**config.mk**
```make
export PLATFORM = sky130hd
export DESIGN_NAME = ptePermCheck
export DESIGN_NICKNAME = d
export VERILOG_FILES = /design/src/rtl/ptePermPkg.sv /design/src/rtl/ptePermCtrl.sv /design/src/rtl/ptePermDatapath.sv /design/src/rtl/ptePermCheck.sv
export SDC_FILE = /design/constraint.sdc
export NUM_CORES = 1
export LEC_CHECK = 0
export ABC_AREA = 1
export BUFFER_PORTS_ARGS = -buffer_cell sky130_fd_sc_hd__buf_2
export CAP_MARGIN = 20
export CORE_ASPECT_RATIO = 0.9
export CORE_UTILIZATION = 46
export DETAILED_ROUTE_END_ITERATION = 10
export GPL_TIMING_DRIVEN = 0
export PLACE_DENSITY_LB_ADDON = 0.25
export SYNTH_ARGS = -nofsm -noshare
export SYNTH_HDL_FRONTEND = slang
export SYNTH_HIERARCHICAL = 1
export SYNTH_SLANG_ARGS = --single-unit
```
**constraint.sdc**
```tcl
create_clock -name clk -period 1.6 [get_ports clk]
set_clock_uncertainty 0.1 [all_clocks]
set_input_delay 0.16 -clock clk [delete_from_list [all_inputs] [get_ports clk]]
set_output_delay 0.16 -clock clk [all_outputs]
set_load 0.05 [all_outputs]
```
**src/rtl/ptePermPkg.sv**
```systemverilog
package ptePermPkg;
  typedef enum logic [1:0] {
    FAULT_NONE    = 2'b00,
    FAULT_ACCESS  = 2'b01,
    FAULT_INVALID = 2'b10,
    FAULT_ONUSE   = 2'b11
  } faultCode_e;

  localparam int BIT_VALID = 0;
  localparam int BIT_FOR   = 1;
  localparam int BIT_FOW   = 2;
  localparam int BIT_KRE   = 8;
  localparam int BIT_URE   = 9;
  localparam int BIT_KWE   = 12;
  localparam int BIT_UWE   = 13;

  typedef struct packed {
    logic uwe;
    logic kwe;
    logic ure;
    logic kre;
    logic fow;
    logic forBit;
    logic valid;
  } pteFlags_t;

  typedef struct packed {
    logic loadFill;
    logic loadFault;
  } strobes_t;
endpackage

```
**src/rtl/ptePermCtrl.sv**
```systemverilog
module ptePermCtrl
  import ptePermPkg::*;
(
  input  logic       reqValid,
  input  pteFlags_t  flags,
  input  logic       reqUserMode,
  input  logic       reqWrite,
  output strobes_t   strobes,
  output faultCode_e nextCode
);
  logic readEn;
  logic writeEn;
  logic enOk;
  logic onUseBit;

  always_comb begin
    readEn   = reqUserMode ? flags.ure : flags.kre;
    writeEn  = reqUserMode ? flags.uwe : flags.kwe;
    enOk     = reqWrite ? writeEn : readEn;
    onUseBit = reqWrite ? flags.fow : flags.forBit;
    if (!enOk)             nextCode = FAULT_ACCESS;
    else if (!flags.valid) nextCode = FAULT_INVALID;
    else if (onUseBit)     nextCode = FAULT_ONUSE;
    else                   nextCode = FAULT_NONE;
    strobes.loadFault = reqValid && (nextCode != FAULT_NONE);
    strobes.loadFill  = reqValid && (nextCode == FAULT_NONE);
  end
endmodule

```
**src/rtl/ptePermDatapath.sv**
```systemverilog
module ptePermDatapath
  import ptePermPkg::*;
#(
  parameter int VA_W       = 64,
  parameter int PTE_W      = 64,
  parameter int PAGE_SHIFT = 13,
  localparam int TAG_W     = VA_W - PAGE_SHIFT
) (
  input  logic             clk,
  input  logic             rstN,
  input  strobes_t         strobes,
  input  faultCode_e       nextCode,
  input  logic             reqValid,
  input  logic [PTE_W-1:0] reqPte,
  input  logic [VA_W-1:0]  reqVaddr,
  input  logic             reqUserMode,
  input  logic             reqWrite,
  output logic             fillValid,
  output logic [TAG_W-1:0] fillTag,
  output logic [PTE_W-1:0] fillData,
  output logic             faultValid,
  output logic [1:0]       faultCode,
  output logic             faultWrite
);
  always_ff @(posedge clk) begin
    if (!rstN) begin
      fillValid  <= 1'b0;
      faultValid <= 1'b0;
      fillTag    <= '0;
      fillData   <= '0;
      faultCode  <= 2'b00;
      faultWrite <= 1'b0;
    end else begin
      fillValid  <= strobes.loadFill;
      faultValid <= strobes.loadFault;
      if (strobes.loadFill) begin
        fillTag  <= TAG_W'(reqVaddr >> PAGE_SHIFT);
        fillData <= reqPte;
      end
      if (strobes.loadFault) begin
        faultCode  <= nextCode;
        faultWrite <= reqWrite;
      end
    end
  end

  assert_one_result_R8: assert property (@(posedge clk) disable iff (!rstN)
    $onehot0({fillValid, faultValid}));

  assert_pulse_needs_req_R8: assert property (@(posedge clk) disable iff (!rstN)
    (fillValid || faultValid) |-> $past(reqValid));

  assert_fill_tag_R6: assert property (@(posedge clk) disable iff (!rstN)
    fillValid |-> (fillTag == TAG_W'($past(reqVaddr) >> PAGE_SHIFT)) && (fillData == $past(reqPte)));

  assert_write_cause_R7: assert property (@(posedge clk) disable iff (!rstN)
    faultValid |-> faultWrite == $past(reqWrite));

  assert_invalid_code_R3: assert property (@(posedge clk) disable iff (!rstN)
    (faultValid && faultCode == 2'b10) |-> !$past(reqPte[BIT_VALID]));

  assert_fill_clean_R4: assert property (@(posedge clk) disable iff (!rstN)
    fillValid |-> $past(reqPte[BIT_VALID]) &&
                  !$past(reqWrite ? reqPte[BIT_FOW] : reqPte[BIT_FOR]));

  assert_enable_sel_R2: assert property (@(posedge clk) disable iff (!rstN)
    (faultValid && faultCode != 2'b01) |->
      $past(reqWrite ? (reqUserMode ? reqPte[BIT_UWE] : reqPte[BIT_KWE])
                     : (reqUserMode ? reqPte[BIT_URE] : reqPte[BIT_KRE])));
endmodule

```
**src/rtl/ptePermCheck.sv**
```systemverilog
module ptePermCheck
  import ptePermPkg::*;
#(
  parameter int VA_W       = 64,
  parameter int PTE_W      = 64,
  parameter int PAGE_SHIFT = 13,
  localparam int TAG_W     = VA_W - PAGE_SHIFT
) (
  input  logic             clk,
  input  logic             rstN,
  input  logic             reqValid,
  input  logic [PTE_W-1:0] reqPte,
  input  logic [VA_W-1:0]  reqVaddr,
  input  logic             reqUserMode,
  input  logic             reqWrite,
  output logic             fillValid,
  output logic [TAG_W-1:0] fillTag,
  output logic [PTE_W-1:0] fillData,
  output logic             faultValid,
  output logic [1:0]       faultCode,
  output logic             faultWrite
);
  pteFlags_t  flags;
  strobes_t   strobes;
  faultCode_e nextCode;

  assign flags = '{uwe:    reqPte[BIT_UWE], kwe: reqPte[BIT_KWE],
                   ure:    reqPte[BIT_URE], kre: reqPte[BIT_KRE],
                   fow:    reqPte[BIT_FOW], forBit: reqPte[BIT_FOR],
                   valid:  reqPte[BIT_VALID]};

  ptePermCtrl i_ctrl (
    .reqValid    (reqValid),
    .flags       (flags),
    .reqUserMode (reqUserMode),
    .reqWrite    (reqWrite),
    .strobes     (strobes),
    .nextCode    (nextCode)
  );

  ptePermDatapath #(
    .VA_W(VA_W), .PTE_W(PTE_W), .PAGE_SHIFT(PAGE_SHIFT)
  ) i_dp (
    .clk         (clk),
    .rstN        (rstN),
    .strobes     (strobes),
    .nextCode    (nextCode),
    .reqValid    (reqValid),
    .reqPte      (reqPte),
    .reqVaddr    (reqVaddr),
    .reqUserMode (reqUserMode),
    .reqWrite    (reqWrite),
    .fillValid   (fillValid),
    .fillTag     (fillTag),
    .fillData    (fillData),
    .faultValid  (faultValid),
    .faultCode   (faultCode),
    .faultWrite  (faultWrite)
  );
endmodule

```
; ---- Word level (Yosys, flattened, before mapping)
; Cells that the tools add are included.
[classes]
mux = 7
reduce_logical = 4
[ops]
columns = op, count
row1 = $mux 2, 3
row2 = $mux 1, 4
row3 = $logic_and 1x1->1, 2
row4 = $logic_not 2->1, 1
row5 = $reduce_bool 2->1, 1
[word_totals]
register_bits = 120
output_inout_bits = 120

; ---- Logic depth before layout (Yosys ltp)
; Gate-level depths: netlist of run 1.
[logic_depth]
ltp_word = 6
mapped_depth = 11
depth_no_buf = 9

; ---- By module
; The synthesis of run 1 kept the hierarchy.
[modules_own_cells]
columns = module, instances, cells_per_inst, area_each_um2, seq_area_each_um2
row1 = ptePermDatapath, 1, 753, 4933.5, 2402.3
row2 = ptePermCtrl, 1, 20, 108.9, 0.0

; ---- Worst setup path after synthesis of run 1
; OpenSTA, ideal clock, no wires.
[synth_path]
path_type = input-to-reg
from = input reqUserMode
to = register i_dp.fillData[28]
arrival_time_ps = 1035
path_slack_ps = 349
path_stages = 11
path_cell_list = inv_1 nand2_1 nand3_2 nand2_2 nor3_2 buf_6 buf_6 buf_6 nand2_1 nand2_1 nor2_1
[synth_lines]
columns = element, line_no
row1 = from (decl), ptePermCheck.sv:14  ; input logic reqUserMode,
row2 = to (signal assigned), ptePermDatapath.sv:38  ; fillData <= reqPte;
row3 = to (decl), ptePermDatapath.sv:20  ; output logic [PTE_W-1:0] fillData,

==> results of run 1 <==
-- worst min-delay path, delay by kind of cell --
kind                   cells  cell delay [ns]
buffers and inverters      1             0.21
and+or+nand+nor            2             0.15
-- logic make-up (layout without fill, tap and decap cells) --
group | after synthesis | after routing | synth area share [%]
buf+inv | 162 | 552 | 15.1
flops | 120 | 120 | 47.6
simple gates | 491 | 491 | 37.2
-- flip-flops by register name, indices dropped and copies added (netlist names) --
signal	count
i_dp/fillTag	51
i_dp/faultWrite	1
i_dp/fillValid	1
i_dp/fillData	64
i_dp/faultCode	2
i_dp/faultValid	1
-- repair_timing --
action / in CTS / in global routing
setup endpoints to repair: 0 / 4
hold endpoints to repair: 118 / 0
hold buffers: 121 / 0
resized for setup: 0 / 3
-- through the flow --
step	area (sq um)	utilization, %
6_report	8230	78.6
3_5_place_dp	6390	61.1
2_1_floorplan	5040	-
5_1_grt	8230	78.6
3_3_place_gp	6390	61.1
4_1_cts	8220	78.6
-- per-layer routing --
layer | global-route usage, % | routed length (um) | share of wire (%)
met1 | 30.5 | 6600 | 39
met3 | 9.34 | 1310 | 7.8
met2 | 53.6 | 8300 | 49
met4 | 17.3 | 642 | 3.8
met5 | 0 | 0 | 0
-- how the worst max path moves through the flow --
| stage | cells after the start | to | slack [ns] | startpoint |
|---|---|---|---|---|
| 4_1_cts | 10 | i_dp/fillData[63] | 0.05 | reqWrite |
| 6_report | 11 | i_dp/fillTag[50] | 0.07 | reqWrite |
| 3_3_place_gp | 10 | i_dp/fillTag[19] | 0.08 | reqWrite |
| 5_1_grt | 12 | i_dp/fillData[63] | 0.01 | reqUserMode |
| 2_1_floorplan | 11 | i_dp/fillData[28] | 0.35 | reqUserMode |
| 3_5_place_dp | 10 | i_dp/fillTag[27] | 0.05 | reqWrite |
-- cells in the final DEF (no fill, tap or decap), types with 2 or more instances in the layout --
cell and n:
buf_2 253, nand2_1 245, nor2_1 238, inv_1 122, dlygate4sd3_1 121, dfxtp_1 120
clkbuf_16 17, buf_6 15, buf_4 8, clkbuf_8 5, clkinv_2 4, bufinv_16 3
nand3_2 3, clkbuf_1 2, nand2_2 2
-- area by class of cell --
type / count / area [sq um] / area share, %
sequential: 120 / 2400 / 29.2
inverter: 123 / 462 / 5.61
buffer: 39 / 308 / 3.74
timing repair buffer: 359 / 2400 / 29.2
tap: 129 / 161 / 1.96
clock buffer: 23 / 498 / 6.05
multi-input combinational: 491 / 1880 / 22.8
clock inverter: 8 / 118 / 1.43
-- power groups by stage --
stage | Clock, W | Combinational, W | Sequential (W)
final | 0.00393 | 0.00164 | 0.00322
after detailed placement | 0 | 0.00136 | 0.00327
after floorplan | 0 | 0.000460 | 0.00378
after global routing | 0.00413 | 0.00176 | 0.00323
after CTS | 0.00398 | 0.00159 | 0.00321
after global placement | 0 | 0.00135 | 0.00326
==> qor.yml, run 1 <==
die:
  fp.dieW_um: 112
  floorplan.rows: 35
  die_y_um: 101
  start_util_pct: 48.2
  core_sq_mm: 0.0105
  die_area_sq_mm: 0.0114
  num_io_pins: 253
status:
  status: "completed"
timing:
  max_clock_freq_mhz: 654
  setup_viol: 0
  relSlewSlack_pct: 67.7
  tightestPinTransition_ns: 0.483
  fin_ws_ns: 0.0712
  grt_setup_unrepaired: "false"
  finalCriticalPeriod_ns: 1.53
  fin_crit_sh_pct: 95.6
  slew_viol_final: 0
  tns_ns: 0
  worst_hold_slack_ns: 0.0598
  hold_viol_final: 0
detailed_routing:
  ant_nets: 0
  wl_um: 16900
  firstDrtPassIters: 7
  viasPerCell: 4.58
  drc: 0
  drt_iter0_drc: 395
  routedWlPerCell_um: 13.0
  num_vias: 5917
logic_synthesis:
  synth_top_area_share_pct: 47.6
  synth_edf_count: 0
  synth_common_cells: "nand2_1 (245), nor2_1 (238), inv_1 (122)"
  yosysTopAreaCell: "dfxtp_1"
  synthCells: 773
  synth_ff_type: "dfxtp_1"
  async_flop_share_pct: 0
  syn_area_sq_mm: 0.00504
  syn_area_per_cell_sq_um: 6.52
  ys_ff_latch: 120
  synth_most_common_cell: "nand2_1"
  synth_seq_area_share_pct: 47.6
  yosysWarnings: 6
  synth_area_leaders: "dfxtp_1 (48%), nand2_1 (18%), nor2_1 (18%), inv_1 (9.1%), buf_6 (3.1%)"
  yosysUniqueCellTypes: 14
  synthesis.nets: 906
clocking:
  cts_root_buf: "clkbuf_16"
  cts_inserted_buffers: 17
  cts.reportedPaths.clkPinSlew_ns: 0.05
  clockBufferDepth: 2
  cts_tree: "built"
  cts_sinks: 120
  cts_htree_levels: 4
  clock_latency_ns: 0.41
  cts_setup_buffers: 0
placed_design:
  place_inst: 1140
  place_congestion: 0.811
  io_buffers: 238
  dpl.hpwl_um: 9380
  dp_slack_ns: 0.0457
cells_and_area:
  drive_gt1_share_pct: 26.9
  nFillCells: 726
  areaGrowthSynthToFinish_pct: 63.2
  fin_nets: 1284
  fin_cells: 1292
  antenna_cells: 0
hold_path:
  hp-class: "input port to register"
  min_from: "rstN"
  hold_depth: 3
  worstHoldEndpoint: "i_dp/fillData[6]"
global_route:
  antenna_found_initial: 0
  grt_pass1_vias: 5660
  grt_pass1_wl_um: 26200
  gr-total-overflow: 0
  grt_max_degree: 17
  grt.total_usage_pct: 29.6
worst_setup_path:
  r2r_end: "i_dp/fillTag[18]"
  cp-start-kind: "input port"
  slowest_stage: "dlygate4sd3_1"
  path_cells: "buf_2 > inv_2 > nand2_2 > nand3_2 > nor3_2 > buf_6 > buf_6 > nand2_1 > nand2_1 > dlygate4sd3_1 > nor2_1"
  worst-path-buf-inv: 5
  rr_startpoint: "i_dp/fillTag[18]"
  max_stage_delay_ns: 0.55
  reg2reg_depth: 2
  worstPathRequired_ns: 1.80
  arrival_ns: 1.73
  critPathTopFamily: "buffers and inverters"
  worstSetupPathType: "input port to register"
  critPathCaptureType: "register"
  crit_fanout: 10
  rrSetupSlack_ns: 0.82
power:
  power.switching_w: 0.00240
  fin_total_pwr_w: 0.00879
  p_comb_share_pct: 18.7
  p_leak_nw: 4.63
  p_per_area_mw_per_mm2: 1070
  intPower_w: 0.00639
  irDropWorstVdd_uv: 755
  swShare_pct: 27.3
  p_clk_share_pct: 44.7
  seq_power_share_pct: 36.6
job:
  drv_cap: 0
Note: power is estimated with default switching activity, not from simulation.
==> run 2, diff against run 1 <==
--- a/config.mk
+++ b/config.mk
@@ -9,7 +9,7 @@
 export BUFFER_PORTS_ARGS = -buffer_cell sky130_fd_sc_hd__buf_2
 export CAP_MARGIN = 20
 export CORE_ASPECT_RATIO = 0.9
-export CORE_UTILIZATION = 46
+export CORE_UTILIZATION = 35
 export DETAILED_ROUTE_END_ITERATION = 10
 export GPL_TIMING_DRIVEN = 0
 export PLACE_DENSITY_LB_ADDON = 0.25
==> constraint.sdc (replaced) <==
create_clock -name clk -period 1.6 [get_ports clk]
set_clock_uncertainty 0.1 [all_clocks]
set_input_delay 0.16 -clock clk [delete_from_list [all_inputs] [get_ports clk]]
set_output_delay 0.16 -clock clk [all_outputs]
set_load 0.01 [all_outputs]
==> run 2 against run 1 <==
  * Die area rose by 31%
  * Critical path type unchanged
  * Sequential share of layout area down 0.20 points
  * Worst hold slack got worse by 0.017 ns
  * Critical path depth rose by 1
  * Fmax is 3.7% higher
  * Final cell count is 5.2% higher
  * Routed wire length fell by 6.7%
  * Sequential power barely moved
  * First-iteration DRC count decreased by 43%
  * Total power shrank 9.2%
==> qor.yml, run 2 (same netlist as run 1, synthesis figures left out) <==
status:
  status: "completed"  # unchanged
die:
  core_sq_mm: 0.0141  # was 0.0105 sq mm
  fp.dieW_um: 129  # was 112 um
  num_io_pins: 253  # unchanged
  die_area_sq_mm: 0.0149  # was 0.0114 sq mm
  start_util_pct: 35.9  # was 48.2%
  die_y_um: 116  # was 101 um
  floorplan.rows: 41  # was 35
worst_setup_path:
  worstSetupPathType: "input port to register"  # unchanged
  cp-start-kind: "input port"  # unchanged
  worstPathRequired_ns: 1.80  # about the same
  crit_fanout: 10  # unchanged
  reg2reg_depth: 2  # unchanged
  arrival_ns: 1.67  # was 1.73 ns
  critPathCaptureType: "register"  # unchanged
clocking:
  cts.reportedPaths.clkPinSlew_ns: 0.06  # was 0.05 ns
  clockBufferDepth: 2  # unchanged
  clock_latency_ns: 0.40  # was 0.41 ns
  cts_tree: "built"  # unchanged
  cts_inserted_buffers: 17  # unchanged
  cts_root_buf: "clkbuf_16"  # unchanged
  cts_sinks: 120  # unchanged
  cts_htree_levels: 4  # unchanged
global_route:
  grt_pass1_vias: 5183  # was 5660
  grt_max_degree: 17  # unchanged
  grt_pass1_wl_um: 24100  # was 26200 um
  antenna_found_initial: 0  # unchanged
  grt.total_usage_pct: 20.9  # was 29.6%
  gr-total-overflow: 0  # unchanged
timing:
  max_clock_freq_mhz: 679  # was 654 MHz
  hold_viol_final: 0  # unchanged
  tns_ns: 0  # unchanged
  relSlewSlack_pct: 70.6  # was 67.7%
  tightestPinTransition_ns: 0.440  # was 0.483 ns
  grt_setup_unrepaired: "false"  # unchanged
  finalCriticalPeriod_ns: 1.47  # was 1.53 ns
  fin_crit_sh_pct: 92.1  # was 95.6%
  slew_viol_final: 0  # unchanged
  setup_viol: 0  # unchanged
power:
  p_leak_nw: 4.61  # was 4.63 nW
  p_per_area_mw_per_mm2: 964  # was 1070 mW/mm^2
  irDropWorstVdd_uv: 649  # was 755 uV
  fin_total_pwr_w: 0.00798  # was 0.00879 W
detailed_routing:
  viasPerCell: 4.12  # was 4.58
  wl_um: 15700  # was 16900 um
  firstDrtPassIters: 4  # was 7
  drc: 0  # unchanged
  drt_iter0_drc: 225  # was 395
  routedWlPerCell_um: 11.6  # was 13.0 um
  num_vias: 5601  # was 5917
  routed-wl-met2_um: 7340  # was 8300 um
  wl_met1_um: 6860  # was 6600 um
  dr.max_layer_used: "met4"  # unchanged
  wl_met3_um: 1220  # was 1310 um
  ant_nets: 0  # unchanged
hold_path:
  hp-class: "input port to register"  # unchanged
  hold_depth: 3  # unchanged
cells_and_area:
  nFillCells: 1314  # was 726
  ff_latch_area_sq_mm: 0.00240  # unchanged
  largest_register_ffs: 64  # unchanged
  drive_gt1_share_pct: 27.2  # was 26.9%
  antenna_cells: 0  # unchanged
  areaGrowthSynthToFinish_pct: 64.3  # was 63.2%
  final_cell_mix: "buf_2 (253), nand2_1 (245), nor2_1 (238), inv_1 (122), dlygate4sd3_1 (121)"  # unchanged
  reg.largest.list: "i_dp/fillData: 64 flops, i_dp/fillTag: 51 flops, i_dp/faultCode: 2 flops"  # unchanged
  multiInputGateArea_sq_mm: 0.00188  # unchanged
  fin_nets: 1286  # was 1284
  largest_register: "i_dp/fillData"  # unchanged
  final_common_cell: "buf_2"  # unchanged
placed_design:
  io_buffers: 238  # unchanged
  place_congestion: 0.770  # was 0.811
  dpl.hpwl_um: 9750  # was 9380 um
job:
  drv_cap: 0  # unchanged
run 2: critical path: stages:
cell and delay (ns):
buf_2 0.11, inv_1 0.07, nand2_1 0.06, nand3_2 0.08
nand2_2 0.07, nor3_2 0.13, buf_6 0.15, buf_6 0.14
nand2_1 0.06, nand2_1 0.05, dlygate4sd3_1 0.54, nor2_1 0.04
run 2: area by class of cell:
| type | instances | area share, % |
|---|---|---|
| Inverter | 123 | 5.57 |
| Buffer | 39 | 3.82 |
| Timing Repair Buffer | 361 | 29.2 |
| Multi-Input combinational cell | 491 | 22.7 |
| Tap cell | 193 | 2.91 |
| Clock inverter | 12 | 1.22 |
| Sequential cell | 120 | 29.0 |
| Clock buffer | 20 | 5.63 |
run 2: per-layer routing:
| metal | vias to the layer above | GRT usage [%] |
|---|---|---|
| li1 | 2952 | - |
| met1 | 2433 | 23.4 |
| met2 | 193 | 36.4 |
| met4 | 0 | 8.94 |
| met5 | - | 0 |
| met3 | 23 | 7.06 |
run 2: worst paths after layout:
kind | endpoint | start | slack (ns)
max reg2reg | i_dp/fillData[11] | i_dp/fillData[11] | 0.90
min | i_dp/fillData[9] | rstN | 0.04
max | i_dp/fillTag[50] | reqUserMode | 0.13
min reg2reg | i_dp/fillData[31] | i_dp/fillData[31] | 0.36
run 2: power by group:
| part | leakage [nW] | switching, W | total [W] | internal, W |
|---|---|---|---|---|
| registers | 0.977 | 0.0000709 | 0.00321 | 0.00314 |
| logic | 3.36 | 0.000570 | 0.00118 | 0.000612 |
| clock network | 0.270 | 0.00135 | 0.00359 | 0.00224 |
run 2: repair_timing:
item	CTS	global route
hold buffers	121	0
buffers inserted	0	2
setup endpoints to repair	0	5
gates resized for setup	0	5
hold endpoints to repair	118	0
run 2: per-stage QoR:
step	hold slack (ns)	setup slack [ns]	std cells	cell area [sq um]	util (%)
finish	0.0429	0.126	1359	8280	58.9
global route	0.0331	0.0198	1359	8280	58.9
CTS	0.0226	0.0586	1357	8250	58.7
detailed placement	0.351	0.0155	1204	6470	46.1
global placement	0.346	0.0359	1204	6470	46.1
floorplan	0.248	0.352	773	5040	-
==> run 3, diff against run 2 <==
--- a/config.mk
+++ b/config.mk
@@ -5,7 +5,6 @@
 export SDC_FILE = /design/constraint.sdc
 export NUM_CORES = 1
 export LEC_CHECK = 0
-export ABC_AREA = 1
 export BUFFER_PORTS_ARGS = -buffer_cell sky130_fd_sc_hd__buf_2
 export CAP_MARGIN = 20
 export CORE_ASPECT_RATIO = 0.9
==> run 3 against run 2 <==
  * Critical path depth is 4 lower
  * Clock power about the same
  * Via count shrank 27%
  * Register-to-register slack worse by 0.11 ns
  * Count of clock-buffer cells in the layout up 3
  * Sequential cell count is the same
  * Global-route usage fell by 0.99 points
  * Total power decreased by 5.3%
  * Final cell count decreased by 31%
  * Sequential power fell by 3%
==> qor.yml, run 3 <==
clocking:
  cts_root_buf: "clkbuf_16"  # unchanged
  cts_setup_buffers: 0  # unchanged
  clock_latency_ns: 0.40  # about the same
  cts.reportedPaths.clkPinSlew_ns: 0.06  # about the same
  cts_sinks: 120  # unchanged
  cts_htree_levels: 4  # unchanged
  cts_inserted_buffers: 17  # unchanged
  cts_tree: "built"  # unchanged
  clockBufferDepth: 2  # unchanged
power:
  irDropWorstVdd_uv: 708  # was 649 uV
  fin_total_pwr_w: 0.00756  # was 0.00798 W
  p_leak_nw: 3.35  # was 4.61 nW
  seq_power_share_pct: 41.2  # was 40.2%
  p_per_area_mw_per_mm2: 979  # was 964 mW/mm^2
  p_clk_share_pct: 47.6  # was 45.0%
  intPower_w: 0.00591  # was 0.00599 W
  power.switching_w: 0.00165  # was 0.00199 W
  p_comb_share_pct: 11.2  # was 14.8%
  swShare_pct: 21.8  # was 25.0%
cells_and_area:
  areaGrowthSynthToFinish_pct: 68.5  # was 64.3%
  largest_register: "i_dp/fillData"  # unchanged
  reg.largest.list: "i_dp/fillData: 64 flops, i_dp/fillTag: 51 flops, i_dp/faultCode: 2 flops"  # unchanged
  fin_cells: 941  # was 1359
  stdcell_area_sq_mm: 0.00772  # was 0.00828 sq mm
  nFillCells: 1008  # was 1314
  fin_nets: 898  # was 1286
  final_common_cell: "buf_2"  # unchanged
  final_cell_mix: "buf_2 (239), dfxtp_1 (120), mux2i_1 (119), nor2b_1 (118), dlygate4sd3_1 (116)"  # was buf_2 (253), nand2_1 (245), nor2_1 (238), inv_1 (122), dlygate4sd3_1 (121)
  drive_gt1_share_pct: 36.4  # was 27.2%
  antenna_cells: 0  # unchanged
  largest_register_ffs: 64  # unchanged
die:
  core_sq_mm: 0.0127  # was 0.0141 sq mm
  start_util_pct: 36.0  # was 35.9%
  die_y_um: 111  # was 116 um
  num_io_pins: 253  # unchanged
  die_area_sq_mm: 0.0136  # was 0.0149 sq mm
  floorplan.rows: 39  # was 41
  fp.dieW_um: 123  # was 129 um
timing:
  max_clock_freq_mhz: 647  # was 679 MHz
  hold_viol_final: 0  # unchanged
  setup_viol: 0  # unchanged
  slew_viol_final: 0  # unchanged
  fin_crit_sh_pct: 96.6  # was 92.1%
  tns_ns: 0  # unchanged
  relSlewSlack_pct: 70.1  # was 70.6%
  finalCriticalPeriod_ns: 1.55  # was 1.47 ns
  tightestPinTransition_ns: 0.447  # was 0.440 ns
  grt_setup_unrepaired: "false"  # unchanged
logic_synthesis:
  syn_area_per_cell_sq_um: 11.7  # was 6.52 sq um
  yosysUniqueCellTypes: 15  # was 14
  async_flop_share_pct: 0  # unchanged
  synth_edf_count: 0  # unchanged
  yosysWarnings: 6  # unchanged
  synth_area_leaders: "dfxtp_1 (52%), mux2i_1 (26%), nor2b_1 (16%), buf_4 (1.3%), buf_8 (1.3%)"  # was dfxtp_1 (48%), nand2_1 (18%), nor2_1 (18%), inv_1 (9.1%), buf_6 (3.1%)
  synth_seq_area_share_pct: 52.4  # was 47.6%
  synth_common_cells: "dfxtp_1 (120), mux2i_1 (119), nor2b_1 (118)"  # was nand2_1 (245), nor2_1 (238), inv_1 (122)
  synth_top_area_share_pct: 52.4  # was 47.6%
  synthCells: 392  # was 773
  synthesis.nets: 525  # was 906
  yosysTopAreaCell: "dfxtp_1"  # unchanged
  ys_ff_latch: 120  # unchanged
  synth_most_common_cell: "dfxtp_1"  # was nand2_1
  syn_area_sq_mm: 0.00458  # was 0.00504 sq mm
  synth_ff_type: "dfxtp_1"  # unchanged
placed_design:
  dpl.hpwl_um: 8420  # was 9750 um
  place_congestion: 0.773  # was 0.770
  place_area_sq_mm: 0.00599  # was 0.00647 sq mm
  io_buffers: 238  # unchanged
  place_inst: 794  # was 1204
detailed_routing:
  drt_iter0_drc: 101  # was 225
  wl_um: 13000  # was 15700 um
  routedWlPerCell_um: 13.8  # was 11.6 um
  ant_nets: 0  # unchanged
  drc: 0  # unchanged
  firstDrtPassIters: 4  # unchanged
  num_vias: 4093  # was 5601
  viasPerCell: 4.35  # was 4.12
global_route:
  antenna_found_initial: 0  # unchanged
  gr-total-overflow: 0  # unchanged
  grt_pass1_vias: 4305  # was 5183
  grt_max_degree: 17  # unchanged
  grt_pass1_wl_um: 20600  # was 24100 um
  grt.total_usage_pct: 19.9  # was 20.9%
worst_setup_path:
  worstPathRequired_ns: 1.79  # was 1.80 ns
  critPathCaptureType: "register"  # unchanged
  reg2reg_depth: 2  # unchanged
  cp-start-kind: "input port"  # unchanged
  crit_fanout: 10  # unchanged
  arrival_ns: 1.74  # was 1.67 ns
  worstSetupPathType: "input port to register"  # unchanged
hold_path:
  hold_depth: 2  # was 3
  hp-class: "input port to register"  # unchanged
status:
  status: "completed"  # unchanged
job:
  drv_cap: 0  # unchanged
run 3: cell types whose count changed in the layout (fill, tap and decap cells not counted), moves of 3 or more:
cell,before,now
nand2_1,245,0
nor2_1,238,0
inv_1,122,2
mux2i_1,0,119
nor2b_1,0,118
buf_2,253,239
buf_6,14,1
clkbuf_1,1,13
dlygate4sd3_1,121,116
buf_8,0,4
buf_4,10,7
clkinvlp_4,5,2
nand3_2,3,0
run 3: cell families (layout without fill, tap and decap cells):
group / Yosys count / after routing / synth area share [%]
AO/OA/AOI/OAI: 3 / 3 / 0.410
buffers and inverters: 28 / 413 / 4.12
flip-flops: 120 / 120 / 52.4
multiplexers: 120 / 120 / 26.5
AND/OR/NAND/NOR: 121 / 121 / 16.6
run 3: area by class of cell:
cell class	instances	area [sq um]	share of cell area (%)
Sequential cell	120	2400	31.1
Timing Repair Buffer	354	2350	30.5
Multi-Input combinational cell	244	1990	25.8
Clock buffer	23	498	6.45
Tap cell	164	205	2.66
Buffer	26	194	2.51
Clock inverter	8	70.1	0.907
Inverter	2	7.51	0.0972
run 3: timing repair:
action                                 in CTS  in global routing
gates resized for setup                     0                  0
hold buffers                              116                  0
endpoints found under the hold margin     116                  0
run 3: per-layer routing:
metal	vias to the layer above	global-route usage, %	routed length, um
li1	2044	-	-
met1	1866	20.9	5380
met2	162	35.5	6450
met3	21	7.18	946
met4	0	7.97	199
met5	-	0	0
run 3: critical path, stage by stage:
cell and delay [ns]:
buf_2 0.09, mux4_2 0.54, and4_1 0.18, buf_6 0.15, buf_12 0.15, buf_8 0.15, mux2i_1 0.22, nor2b_1 0.08
run 3: metrics by stage:
stage / hold slack, ns / utilization (%) / worst slack [ns]
floorplan: 0.229 / - / -0.0358
global placement: 0.315 / 47.0 / -0.263
detailed placement: 0.324 / 47.0 / -0.307
CTS: 0.0316 / 60.6 / 0.129
global route: 0.0619 / 60.6 / 0.0426
finish: 0.0507 / 60.6 / 0.0543
run 3: power groups by stage:
stage                     clock (W)  sequential (W)  combinational (W)
after floorplan                   0         0.00322           0.000292
after global placement            0         0.00317           0.000609
after detailed placement          0         0.00318           0.000624
after CTS                   0.00370         0.00311           0.000844
after global routing        0.00384         0.00312           0.000922
final                       0.00360         0.00312           0.000848
run 3: path summary, 6_finish.rpt:
check / slack [ns] / end / from
min: 0.05 / i_dp/faultWrite / rstN
min reg2reg: 0.41 / i_dp/fillData[4] / i_dp/fillData[4]
max reg2reg: 0.79 / i_dp/fillTag[23] / i_dp/fillTag[23]
max: 0.05 / i_dp/fillTag[23] / reqUserMode
